==> src/rtl/adc_trig_pkg.sv <==
package adc_trig_pkg;
  localparam int unsigned NUM_SRC_DEF = 8;

  typedef struct packed {
    logic sw;
    logic hw;
  } start_req_t;
endpackage

==> src/rtl/adc_trig_sel.sv <==
module adc_trig_sel #(
  parameter int unsigned NUM_SRC = 8,
  localparam int unsigned SEL_W = (NUM_SRC > 1) ? $clog2(NUM_SRC) : 1
) (
  input  logic [SEL_W-1:0]   src_sel,
  input  logic [NUM_SRC-1:0] trig_lines,
  output logic               sel_level
);
  logic [NUM_SRC-1:0] term;

  // AND-OR multiplexer: one decoded term per source
  for (genvar i = 0; i < NUM_SRC; i++) begin : g_term
    localparam logic [SEL_W-1:0] IDX = i;
    assign term[i] = trig_lines[i] & (src_sel == IDX);
  end

  assign sel_level = |term;
endmodule

==> src/rtl/adc_trig_edge.sv <==
module adc_trig_edge #(
  parameter int unsigned SEL_W = 3
) (
  input  logic             clk,
  input  logic             rst_n,
  input  logic [SEL_W-1:0] src_sel,
  input  logic             sel_level,
  output logic             rise
);
  logic             lvl_q;
  logic [SEL_W-1:0] sel_q;
  logic             arm_q;

  // History updates every cycle, busy or not, so no stale edge survives
  always_ff @(posedge clk) begin
    if (!rst_n) begin
      lvl_q <= 1'b0;
      sel_q <= '0;
      arm_q <= 1'b0;
    end else begin
      lvl_q <= sel_level;
      sel_q <= src_sel;
      arm_q <= 1'b1;
    end
  end

  // Only a rise seen on an unchanged selection counts
  always_comb begin
    rise = arm_q & sel_level & ~lvl_q & (src_sel == sel_q);
  end
endmodule

==> src/rtl/adc_trig_issue.sv <==
module adc_trig_issue
  import adc_trig_pkg::*;
(
  input  logic       clk,
  input  logic       rst_n,
  input  logic       auto_en,
  input  logic       busy,
  input  start_req_t req,
  output logic       conv_start,
  output logic       psc_reset
);
  logic hw_go;
  logic sw_go;

  always_comb begin
    hw_go = auto_en & req.hw & ~busy;
    sw_go = req.sw & ~busy;
  end

  always_ff @(posedge clk) begin
    if (!rst_n) begin
      conv_start <= 1'b0;
      psc_reset  <= 1'b0;
    end else begin
      conv_start <= hw_go | sw_go;
      psc_reset  <= hw_go;
    end
  end
endmodule

==> src/rtl/adc_trig_start.sv <==
module adc_trig_start
  import adc_trig_pkg::*;
#(
  parameter int unsigned NUM_SRC = NUM_SRC_DEF,
  localparam int unsigned SEL_W = (NUM_SRC > 1) ? $clog2(NUM_SRC) : 1
) (
  input  logic               clk,
  input  logic               rst_n,
  input  logic               auto_en,
  input  logic [SEL_W-1:0]   src_sel,
  input  logic [NUM_SRC-1:0] trig_lines,
  input  logic               busy,
  input  logic               sw_start,
  output logic               conv_start,
  output logic               psc_reset
);
  logic       sel_level;
  logic       rise;
  start_req_t req;

  adc_trig_sel #(.NUM_SRC(NUM_SRC)) u_sel (
    .src_sel    (src_sel),
    .trig_lines (trig_lines),
    .sel_level  (sel_level)
  );

  adc_trig_edge #(.SEL_W(SEL_W)) u_edge (
    .clk       (clk),
    .rst_n     (rst_n),
    .src_sel   (src_sel),
    .sel_level (sel_level),
    .rise      (rise)
  );

  assign req.sw = sw_start;
  assign req.hw = rise;

  adc_trig_issue u_issue (
    .clk        (clk),
    .rst_n      (rst_n),
    .auto_en    (auto_en),
    .busy       (busy),
    .req        (req),
    .conv_start (conv_start),
    .psc_reset  (psc_reset)
  );
endmodule

==> config.mk <==
export PLATFORM = sky130hd
export DESIGN_NAME = adc_trig_start
export DESIGN_NICKNAME = d
export VERILOG_FILES = /design/src/rtl/adc_trig_pkg.sv /design/src/rtl/adc_trig_sel.sv /design/src/rtl/adc_trig_edge.sv /design/src/rtl/adc_trig_issue.sv /design/src/rtl/adc_trig_start.sv
export SDC_FILE = /design/constraint.sdc
export NUM_CORES = 1
export LEC_CHECK = 0
export ABC_AREA = 1
export BUFFER_PORTS_ARGS = -buffer_cell sky130_fd_sc_hd__buf_2
export CAP_MARGIN = 20
export CORE_AREA = 5 5 42 44
export CTS_CLUSTER_DIAMETER = 60
export DETAILED_ROUTE_END_ITERATION = 10
export DIE_AREA = 0 0 47 49
export PLACE_DENSITY = 0.57
export SLEW_MARGIN = 30
export SYNTH_ARGS = -nofsm -noshare
export SYNTH_HDL_FRONTEND = slang
export SYNTH_SLANG_ARGS = --single-unit
==> constraint.sdc <==
create_clock -name clk -period 0.9 [get_ports clk]
set_input_delay 0.225 -clock clk [delete_from_list [all_inputs] [get_ports clk]]
set_output_delay 0.225 -clock clk [all_outputs]
set_load 0.02 [all_outputs]
==> metrics <==
worst-case vdd ir drop 1.20 mV; Fillers 164; outcome complete, no violations; reported net switching power 0.000171 W; sequential cell fraction of total power 0.459; main area contributors after synthesis sky130_fd_sc_hd__dfxtp_1 38%, sky130_fd_sc_hd__nand2_1 19%, sky130_fd_sc_hd__inv_1 15%; Pint 0.000553 W; Peak Freq 1110 MHz; unrepaired setup endpoints after global routing true; chip width 47 um; number of design-rule violations left by the first detailed-router iteration 4; largest net degree at the start of global routing 8; Top delay family on crit path flip-flops; Max stage delay on crit path 0.31 ns; crit path buf inv count 1; multiplexer fraction of the synthesized cell area 0; share of cells above drive strength 1 0.359; critical path endpoint category output port; final design area excluding fillers 514 um^2; portion of the post-synthesis area used by sequential elements 0.382; insertion delay of the later-clocked pin in the worst-skew pair 0.24 ns; post-layout minimum cycle time 0.898 ns; required arrival time at the worst endpoint 0.67 ns; Avg Synthesized Cell Area 6.32 um^2; combinational share of power 0.164; total negative setup slack 0 ns; path category of the worst min-delay check primary input to register; total of max-cap violations 0; Worst Max-Slew Pin Slew 0.151 ns; number of nets at the end of the flow 95; number of clock buffers inserted by TritonCTS 3; overall track demand over capacity in global routing 0.0796; area of the mapped netlist 367 um^2; critical-path cell with the highest stage delay sky130_fd_sc_hd__dfxtp_2; clock tree from TritonCTS done; Post-Route Skew 0.000508 ns; power density of the placed cells 1410 mW/mm^2; post-synthesis share of cell area spent on full adders, half adders and majority gates 0; dominant combinational cell family by area after synthesis simple AND/OR/NAND/NOR gates; half-perimeter wire length after placement 600 um; CTS Buffer Depth 2; Leak 0.323 nW; minimum setup slack after placement -0.0655 ns; switching share of power 0.236; synthesized-area fraction occupied by xor and xnor cells 0.0239; Arr. time, crit path 0.67 ns; total via count after detailed routing 387; final worst path period share 0.998; distinct cell type count of the synthesized netlist 13; Via density 4.12; ports placed on the boundary 18; layout-stage area growth over the synthesis result 40.3%; Die Y-Extent 49 um; wire length of the first global-routing pass 1350 um; Initial Util 0.262; final max-slew violation count 0; sequential cell area in the final layout 143 um^2; Std-Cell Core Area 0.00140 mm^2; final-report setup violation count 0; CTS hold repair buffers 0; total count of hold-check failures in the final report 0; area fraction in and, or, nand and nor cells after synthesis 0.399; total wirelength of the detailed-routed design 710 um; Critical Path Source Type register; Yosys top cell area share 0.382; count of yosys warnings during synthesis 0; Residual DRC 0; worst setup slack after layout 0.00160 ns; number of detailed-route iterations in the first pass 2; number of synthesized register bits 7; number of global-route vias before repair 375; proportion of power drawn by the clock network 0.377; register clock-pin slew on the reported worst setup and hold paths 0.05 ns; compound-cell area share of the yosys netlist 0; WL per Instance 7.55 um; global route overflow 0; headroom to the max-slew limit 0.899; Clock Sinks 7; initial antenna violation count 0; type of the setup path with the least slack register to output port; DIE AREA 0.00230 mm^2; Post-DRT Antenna Nets 0; H-tree levels 1; Net Count, Synth 74; Gate Count Post-Synth 58; Cell Count Post-Placement 90; routability congestion estimate from global placement 0.742; Final Util 0.367; number of antenna diodes 0; maximum net fanout on the critical path 1; ordered cell list for the critical path buf_6; placed instance area 468 um^2; Root Driver sky130_fd_sc_hd__clkbuf_4; placement row count 14; library cell occupying the most area in the post-synthesis netlist sky130_fd_sc_hd__dfxtp_1; IO Port Bufs 17; total area of multi-input combinational cells 168 um^2; number of non-filler instances in the completed layout 94
==> repair_timing <==
| item | CTS | global route |
|---|---|---|
| pin swaps | 0 | 5 |
| setup buffers | 0 | 0 |
| setup endpoints to repair | 2 | 4 |
| resized for setup | 6 | 1 |
==> layout make-up <==
cell class / count / area share
multi-input combinational: 34 / 0.326
tap: 16 / 0.0389
inverter: 16 / 0.117
sequential: 7 / 0.277
timing repair buffer: 17 / 0.190
clock buffer: 4 / 0.0511
==> metrics by stage <==
step / hold slack (ns) / power (W)
CTS: 0.164 / 0.000738
global route: 0.158 / 0.000796
global placement: 0.418 / 0.000451
finish: 0.169 / 0.000724
detailed placement: 0.421 / 0.000453
floorplan: 0.253 / 0.000408
==> state kept, by name (all words and copies together), names as in the netlist <==
register	flops
u_edge.arm_q	1
u_issue.conv_start	1
u_edge.sel_q	3
u_issue.psc_reset	1
u_edge.lvl_q	1
==> cell usage after synthesis <==
cell type                  count
sky130_fd_sc_hd__inv_1        15
sky130_fd_sc_hd__or2_0         1
sky130_fd_sc_hd__nor3_1        1
sky130_fd_sc_hd__nor2_1        2
sky130_fd_sc_hd__or2_2         1
sky130_fd_sc_hd__nand3_1       6
sky130_fd_sc_hd__nand2_2       2
sky130_fd_sc_hd__inv_2         1
sky130_fd_sc_hd__nand2_1      19
sky130_fd_sc_hd__dfxtp_1       7
sky130_fd_sc_hd__buf_6         1
sky130_fd_sc_hd__nand3b_1      1
sky130_fd_sc_hd__xnor2_1       1
==> cell usage in the layout, fill, tap and decap left out <==
cell type                  instances
sky130_fd_sc_hd__nand3b_1          1
sky130_fd_sc_hd__nand2_2           2
sky130_fd_sc_hd__dfxtp_1           5
sky130_fd_sc_hd__inv_2             1
sky130_fd_sc_hd__nand3_1           5
sky130_fd_sc_hd__nor3_2            1
sky130_fd_sc_hd__inv_1            15
sky130_fd_sc_hd__or2_0             1
sky130_fd_sc_hd__dfxtp_2           2
sky130_fd_sc_hd__nor2_1            2
sky130_fd_sc_hd__or2_4             1
sky130_fd_sc_hd__clkbuf_4          3
sky130_fd_sc_hd__nand2_1          19
sky130_fd_sc_hd__buf_6             2
sky130_fd_sc_hd__buf_2            15
sky130_fd_sc_hd__nand3_2           1
sky130_fd_sc_hd__xnor2_1           1
sky130_fd_sc_hd__clkbuf_1          1
==> worst reg2reg max path, delay by kind of cell (launching register included) <==
family        cells  cell delay, ns
flops             1            0.30
simple gates      5            0.42
buf+inv           1            0.04
==> power by group through the flow <==
stage	Combinational [W]	Sequential [W]	Clock (W)
after floorplan	0.0000690	0.000339	0
after global placement	0.000115	0.000337	0
after detailed placement	0.000117	0.000337	0
after CTS	0.000120	0.000331	0.000287
after global routing	0.000139	0.000333	0.000324
final	0.000119	0.000332	0.000273
==> worst paths after layout <==
check	start	cells after the start	slack, ns	end
min	rst_n	1	0.17	u_edge.arm_q$_DFF_P_
min reg2reg	u_edge.sel_q[2]$_SDFF_PN0_	5	0.59	u_issue.psc_reset$_SDFF_PN0_
max reg2reg	u_edge.sel_q[0]$_SDFF_PN0_	6	0.03	u_issue.conv_start$_SDFF_PN0_
max	u_issue.conv_start$_SDFF_PN0_	1	0.002	conv_start
==> kinds of logic (layout without fill, tap and decap cells) <==
logic type,after synthesis,after routing
flip-flops,7,7
XOR/XNOR,1,1
buffers and inverters,17,37
AND/OR/NAND/NOR,33,33
==> per-layer routing <==
metal	global-route usage	share of wire
met4	0.0276	0
met2	0.118	0.52
met1	0.0879	0.38
met5	0	0
met3	0.0554	0.093
Note: power is estimated with default switching activity, not from simulation.
